**src/rtl/tmr_pkg.sv**
```systemverilog
package tmr_pkg;
   localparam int NCH      = 3;
   localparam int CH_TICK  = 0;
   localparam int CH_TS    = 1;
   localparam int CH_WD    = 2;

   localparam int NEV      = 2;
   localparam int EV_TICK  = 0;
   localparam int EV_WD    = 1;

   localparam int CNT_BASE   = 'h00;
   localparam int RLD_BASE   = 'h04;
   localparam int CH_STRIDE  = 'h08;
   localparam int CTRL_ADDR  = 'h20;
   localparam int CAUSE_ADDR = 'h24;
   localparam int MASK_ADDR  = 'h28;
   localparam int RSTEN_ADDR = 'h2C;

   function automatic int cnt_addr(input int ch);
      return CNT_BASE + ch * CH_STRIDE;
   endfunction

   function automatic int rld_addr(input int ch);
      return RLD_BASE + ch * CH_STRIDE;
   endfunction
endpackage

```
**src/rtl/tmr_chan.sv**
```systemverilog
module tmr_chan #(
   parameter int CNT_W = 32
) (
   input  logic             clk,
   input  logic             rst_n,
   input  logic             en,
   input  logic             auto_rld,
   input  logic             cnt_wr,
   input  logic             rld_wr,
   input  logic [CNT_W-1:0] wdata,
   output logic [CNT_W-1:0] cnt,
   output logic [CNT_W-1:0] rld,
   output logic             expire
);
   localparam logic [CNT_W-1:0] ONE = CNT_W'(1);

   // expiry is the 1 -> 0 step; a same-cycle count write suppresses it
   assign expire = en && !cnt_wr && (cnt == ONE);

   always_ff @(posedge clk or negedge rst_n) begin
      if (!rst_n) begin
         cnt <= '0;
      end else if (cnt_wr) begin
         cnt <= wdata;
      end else if (en) begin
         if (cnt != '0)    cnt <= cnt - ONE;
         else if (auto_rld) cnt <= rld;
      end
   end

   always_ff @(posedge clk or negedge rst_n) begin
      if (!rst_n)      rld <= '0;
      else if (rld_wr) rld <= wdata;
   end
endmodule

```
**src/rtl/tmr_evt_regs.sv**
```systemverilog
module tmr_evt_regs #(
   parameter int NEV = 2
) (
   input  logic           clk,
   input  logic           rst_n,
   input  logic [NEV-1:0] evt,
   input  logic           cause_wr,
   input  logic           mask_wr,
   input  logic           rsten_wr,
   input  logic [NEV-1:0] wbits,
   input  logic           wen_bit,
   output logic [NEV-1:0] cause,
   output logic [NEV-1:0] mask,
   output logic           rst_en,
   output logic [NEV-1:0] irq
);
   always_ff @(posedge clk or negedge rst_n) begin
      if (!rst_n) begin
         cause  <= '0;
         mask   <= '0;
         rst_en <= 1'b0;
      end else begin
         // write-0-to-clear, new events win over a clear in the same cycle
         cause <= (cause_wr ? (cause & wbits) : cause) | evt;
         if (mask_wr)  mask   <= wbits;
         if (rsten_wr) rst_en <= wen_bit;
      end
   end

   assign irq = cause & mask;
endmodule

```
**src/rtl/tmr_rst_pulse.sv**
```systemverilog
module tmr_rst_pulse #(
   parameter int LEN = 16
) (
   input  logic clk,
   input  logic rst_n,
   input  logic fire,
   output logic rst_out_n
);
   localparam int CW = $clog2(LEN + 1);
   localparam logic [CW-1:0] LEN_V = CW'(LEN);
   localparam logic [CW-1:0] ONE_V = CW'(1);

   generate
      if (LEN < 2) begin : g_bad_len
         $error("tmr_rst_pulse: LEN must be at least 2");
      end
   endgenerate

   logic [CW-1:0] left_q;

   always_ff @(posedge clk or negedge rst_n) begin
      if (!rst_n) begin
         left_q    <= '0;
         rst_out_n <= 1'b1;
      end else begin
         if (fire)              left_q <= LEN_V;
         else if (left_q != '0) left_q <= left_q - ONE_V;
         rst_out_n <= !(fire || (left_q > ONE_V));
      end
   end
endmodule

```
**src/rtl/tmr_wdog_unit.sv**
```systemverilog
module tmr_wdog_unit #(
   parameter int DATA_W    = 32,
   parameter int ADDR_W    = 6,
   parameter int CNT_W     = 32,
   parameter int RST_PULSE = 16
) (
   input  logic              clk,
   input  logic              rst_n,
   input  logic              bus_wr,
   input  logic [ADDR_W-1:0] bus_addr,
   input  logic [DATA_W-1:0] bus_wdata,
   output logic [DATA_W-1:0] bus_rdata,
   output logic              tick_irq,
   output logic              wdog_irq,
   output logic              wdog_rst_n
);
   import tmr_pkg::*;

   localparam int CTRL_W = 2 * NCH;

   generate
      if (CNT_W > DATA_W) begin : g_chk_w
         $error("tmr_wdog_unit: CNT_W must not exceed DATA_W");
      end
      if (ADDR_W < 6) begin : g_chk_a
         $error("tmr_wdog_unit: ADDR_W too small for the register map");
      end
      if (RST_PULSE < 16) begin : g_chk_p
         $error("tmr_wdog_unit: RST_PULSE must be at least 16");
      end
   endgenerate

   logic [CTRL_W-1:0]           ctrl_q;
   logic [NCH-1:0][CNT_W-1:0]   chan_cnt;
   logic [NCH-1:0][CNT_W-1:0]   chan_rld;
   logic [NCH-1:0]              chan_exp;
   logic [NEV-1:0]              evt;
   logic [NEV-1:0]              cause_q;
   logic [NEV-1:0]              mask_q;
   logic [NEV-1:0]              irq_v;
   logic                        rst_en;
   logic                        ctrl_wr, cause_wr, mask_wr, rsten_wr;

   assign ctrl_wr  = bus_wr && (bus_addr == ADDR_W'(CTRL_ADDR));
   assign cause_wr = bus_wr && (bus_addr == ADDR_W'(CAUSE_ADDR));
   assign mask_wr  = bus_wr && (bus_addr == ADDR_W'(MASK_ADDR));
   assign rsten_wr = bus_wr && (bus_addr == ADDR_W'(RSTEN_ADDR));

   always_ff @(posedge clk or negedge rst_n) begin
      if (!rst_n)       ctrl_q <= '0;
      else if (ctrl_wr) ctrl_q <= bus_wdata[CTRL_W-1:0];
   end

   generate
      for (genvar g = 0; g < NCH; g++) begin : g_chan
         localparam logic [ADDR_W-1:0] A_CNT = ADDR_W'(cnt_addr(g));
         localparam logic [ADDR_W-1:0] A_RLD = ADDR_W'(rld_addr(g));
         tmr_chan #(.CNT_W(CNT_W)) u_chan (
            .clk      (clk),
            .rst_n    (rst_n),
            .en       (ctrl_q[2*g]),
            .auto_rld (ctrl_q[2*g+1]),
            .cnt_wr   (bus_wr && (bus_addr == A_CNT)),
            .rld_wr   (bus_wr && (bus_addr == A_RLD)),
            .wdata    (bus_wdata[CNT_W-1:0]),
            .cnt      (chan_cnt[g]),
            .rld      (chan_rld[g]),
            .expire   (chan_exp[g])
         );
      end
   endgenerate

   logic unused_ts_exp;
   assign unused_ts_exp = chan_exp[CH_TS];

   always_comb begin
      evt          = '0;
      evt[EV_TICK] = chan_exp[CH_TICK];
      evt[EV_WD]   = chan_exp[CH_WD];
   end

   tmr_evt_regs #(.NEV(NEV)) u_evt (
      .clk      (clk),
      .rst_n    (rst_n),
      .evt      (evt),
      .cause_wr (cause_wr),
      .mask_wr  (mask_wr),
      .rsten_wr (rsten_wr),
      .wbits    (bus_wdata[NEV-1:0]),
      .wen_bit  (bus_wdata[0]),
      .cause    (cause_q),
      .mask     (mask_q),
      .rst_en   (rst_en),
      .irq      (irq_v)
   );

   assign tick_irq = irq_v[EV_TICK];
   assign wdog_irq = irq_v[EV_WD];

   tmr_rst_pulse #(.LEN(RST_PULSE)) u_rst (
      .clk       (clk),
      .rst_n     (rst_n),
      .fire      (chan_exp[CH_WD] && rst_en),
      .rst_out_n (wdog_rst_n)
   );

   always_comb begin
      bus_rdata = '0;
      for (int i = 0; i < NCH; i++) begin
         if (bus_addr == ADDR_W'(cnt_addr(i))) bus_rdata = DATA_W'(chan_cnt[i]);
         if (bus_addr == ADDR_W'(rld_addr(i))) bus_rdata = DATA_W'(chan_rld[i]);
      end
      if (bus_addr == ADDR_W'(CTRL_ADDR))  bus_rdata = DATA_W'(ctrl_q);
      if (bus_addr == ADDR_W'(CAUSE_ADDR)) bus_rdata = DATA_W'(cause_q);
      if (bus_addr == ADDR_W'(MASK_ADDR))  bus_rdata = DATA_W'(mask_q);
      if (bus_addr == ADDR_W'(RSTEN_ADDR)) bus_rdata = DATA_W'(rst_en);
   end
endmodule

```
**config.mk**
```make
export PLATFORM = sky130hd
export DESIGN_NAME = tmr_wdog_unit
export DESIGN_NICKNAME = d
export VERILOG_FILES = /design/src/rtl/tmr_pkg.sv /design/src/rtl/tmr_chan.sv /design/src/rtl/tmr_evt_regs.sv /design/src/rtl/tmr_rst_pulse.sv /design/src/rtl/tmr_wdog_unit.sv
export SDC_FILE = /design/constraint.sdc
export NUM_CORES = 1
export LEC_CHECK = 0
export BUFFER_PORTS_ARGS = -buffer_cell sky130_fd_sc_hd__buf_2
export CAP_MARGIN = 20
export CORE_MARGIN = 2
export CORE_UTILIZATION = 58
export CTS_BUF_LIST = sky130_fd_sc_hd__clkbuf_4 sky130_fd_sc_hd__clkbuf_8
export CTS_CLUSTER_DIAMETER = 80
export DETAILED_ROUTE_END_ITERATION = 10
export PLACE_DENSITY = 0.88
export SETUP_SLACK_MARGIN = 0.1
export SLEW_MARGIN = 20
export SYNTH_ARGS = -nofsm -noshare
export SYNTH_HDL_FRONTEND = slang
export SYNTH_SLANG_ARGS = --single-unit
```
**constraint.sdc**
```tcl
create_clock -name clk -period 4.8 [get_ports clk]
set_clock_uncertainty 0.1 [all_clocks]
set_input_delay 1.44 -clock clk [delete_from_list [all_inputs] [get_ports clk]]
set_output_delay 1.44 -clock clk [all_outputs]
set_load 0.05 [all_outputs]
```
==> Implementation_results.wiki <==
{| class="wikitable"
! Metric !! Value
|-
| Yosys synthesis warning count || 0
|-
| Type of the worst setup path || input pin to output port
|-
| Post-synth design cell area || 13100 µm²
|-
| Core Area || 22400 µm²
|-
| Top Family by Delay on Critical Path || simple AND/OR/NAND/NOR gates
|-
| Unrepaired setup endpoints after global routing || false
|-
| I/O Pins || 76
|-
| Number of hold violations in the final report || 0
|-
| Final GP Congestion || 0.984
|-
| Std cell rows || 55
|-
| Final antenna-violating net count || 0
|-
| Most used cells in the layout excluding fill and tap cells || dfrtp_1, nand2_1, mux2_2, nor2_1, buf_2
|-
| Maximum buffer depth of the clock tree || 3
|-
| Total congestion overflow after global routing || 0
|-
| Die Area || 23800 µm²
|-
| Most common library cell in the layout ignoring fill and taps || dfrtp_1
|-
| Final wirelength || 42.6 mm
|-
| Latest clock arrival within the worst-skew pair || 0.54 ns
|-
| Clock transition at the registers of the reported paths || 0.06 ns
|-
| Vertical die dimension || 154 µm
|-
| Buffer type at the clock tree root || clkbuf_8
|-
| Number of fill cells || 1706
|-
| Crit-path max cell delay || 0.38 ns
|-
| Worst EP required || 3.26 ns
|-
| Instance area at placement || 13900 µm²
|-
| Ordered list of cells on the worst path || buf_2 -> nor3_1 -> and3_1 -> buf_4 -> a22o_1 -> a211oi_1 -> a21oi_2 -> buf_2
|-
| Leakage component of the power || 6.63 nW
|-
| Top achievable clock speed || 215 MHz
|-
| Least-Margin Pin Slew || 1.09 ns
|-
| Fraction of layout cells with a size suffix above 1 || 0.257
|-
| Worst-case vdd ir drop || 0.245 mV
|-
| Async S/R FF share, synth || 1.00
|-
| Detailed placement HPWL || 29.7 mm
|-
| CTS buffer count || 36
|-
| CP Buf/Inv Count || 3
|-
| Cell count after synthesis || 1363
|-
| Outcome || completed
|-
| Effective utilization at floorplan || 0.585
|-
| Register area || 5230 µm²
|-
| Clock sink count || 209
|-
| Setup violators final || 0
|-
| Post-CTS Hold Buffers || 0
|-
| Antenna diodes || 0
|-
| Initial antenna violation count || 0
|-
| Cell area power density || 475 nW/µm²
|-
| H-tree lvl count || 2
|-
| Layout area overhead || 12.5%
|-
| Total negative slack for setup checks || 0 ns
|-
| Detail-routed via count per cell || 7.13
|-
| Count of unresolved DRC violations after routing || 0
|-
| Max capacitance violation total || 0
|-
| Capturing element type of the critical path || output port
|-
| Net count of the mapped netlist || 1415
|-
| Synthesized area per cell || 9.62 µm²
|-
| Number of violations reported at the end of detailed-routing iteration 0 || 1585
|-
| Multi-input gate area in the final layout || 7470 µm²
|-
| Maximum number of pins on one net before global-route repair || 103
|-
| Slowest library cell on the worst path || nor3_1
|-
| Number of enable-type register cells in the synthesized netlist || 0
|-
| Total of flip-flops plus latches after synthesis || 209
|-
| Library cells used by synthesis || 75
|-
| DR vias || 12300
|-
| Total Nets Final || 1461
|-
| Critical path's most frequent cell || buf_2
|-
| GRT Resource Usage Total || 0.359
|-
| Arrival time reported for the critical path endpoint || 3.11 ns
|-
| Count of final max-slew check failures || 0
|-
| Worst rel slew slack || 0.268
|-
| CTS tree || yes
|-
| Prevailing post-synth register cell || dfrtp_1
|-
| Post-route cell area || 14800 µm²
|-
| HP Class || flop to flop
|-
| Buffers added on ports || 75
|-
| Critical Path Start Type || input pin
|-
| Die width || 154 µm
|-
| Average wire length per cell after detail routing || 24.8 µm
|-
| Proportion of synthesized chip area in sequential cells || 0.399
|-
| DRT Pass-1 Iters || 5
|-
| Wire length of the first global-routing pass || 67.2 mm
|-
| Final period demand of the worst path || 4.65 ns
|-
| Crit path max fanout || 11
|-
| Fin crit share || 0.968
|-
| Fraction of the core area covered by cells at the end of the flow || 0.658
|-
| Vias in the first global route || 11800
|}
==> routing by layer <==
| layer | vias up | wire [µm] | GRT usage |
|---|---|---|---|
| li1 | 5236 | - | - |
| met1 | 5887 | 16500 | 0.497 |
| met2 | 937 | 18600 | 0.546 |
| met3 | 201 | 5540 | 0.0880 |
| met4 | 0 | 2050 | 0.151 |
| met5 | - | 0 | 0 |
==> timing repair <==
item                       in CTS  in global routing
hold endpoints to repair        0                  0
setup endpoints to repair       0                 13
setup buffers                   0                  0
resized for setup               0                  3
==> area by class of cell <==
cell class	count	share of cell area
flip-flops and latches	209	0.355
inverters	17	0.00433
repair buffers	123	0.0551
clock inverters	10	0.00679
well taps	285	0.0242
multi-input cells	1022	0.506
clock buffers	54	0.0487
==> flip-flops by register name, summed over array words and instances, names as in the netlist <==
signal	count
g_chan.u_chan.cnt	96
g_chan.u_chan.rld	96
u_evt.cause	2
ctrl_q	6
u_evt.mask	2
u_rst.rst_out_n	1
u_evt.rst_en	1
u_rst.left_q	5
==> through the flow <==
step                      total power [mW]  instances  setup slack (ns)  hold slack (ns)
after floorplan                       4.34       1363            0.0502            0.361
after global placement                4.97       1656             0.157            0.399
after detailed placement              5.08       1656             0.145            0.410
after CTS                             6.92       1720             0.146            0.427
after global routing                  7.36       1720             0.101            0.452
final                                 7.01       1720             0.153            0.422
==> logic make-up after synthesis <==
group                      after synthesis  share of synthesized area
AOI/OAI and AO/OA                      346                      0.181
xor gates and xnor gates                56                     0.0374
adders and majority gates               11                     0.0105
buffers and inverters                  132                     0.0407
DFF                                    209                      0.399
muxes                                  166                      0.163
and+or+nand+nor                        443                      0.169
==> final timing paths <==
check                                                       end                                 start  cells after the start  slack, ns
setup / recovery                                   bus_rdata[1]                           bus_addr[5]                      8       0.15
hold / removal                      u_rst.left_q[4]$_DFFE_PN0P_           u_rst.left_q[4]$_DFFE_PN0P_                      1       0.42
min in group asynchronous             u_evt.mask[0]$_DFFE_PN0P_                                 rst_n                      1       0.88
max in group asynchronous  g_chan[1].u_chan.rld[23]$_DFFE_PN0P_                                 rst_n                      2       2.86
setup reg to reg           g_chan[1].u_chan.cnt[25]$_DFFE_PN0P_  g_chan[1].u_chan.cnt[15]$_DFFE_PN0P_                      6       1.07
hold reg to reg                     u_rst.left_q[4]$_DFFE_PN0P_           u_rst.left_q[4]$_DFFE_PN0P_                      1       0.42
==> report_power, final <==
part           internal, mW  switching [mW]
registers              2.20           0.740
clock network          1.07           0.779
logic                  1.01            1.22
==> cell usage after synthesis, drive strengths merged, types with 27 or more instances <==
master  number  share of area
dfrtp      208           0.40
nand2      130          0.037
mux2       106          0.091
nor2        84          0.024
clkbuf      80          0.023
o21ai       76          0.029
a22oi       54          0.031
nor3        48          0.019
a21oi       42          0.016
nand3       38          0.014
buf         35          0.013
nor4        34          0.017
mux2i       33          0.025
xor2        32          0.021
a31oi       29          0.014
mux4        27          0.046
(Power assumes the default switching activity.)
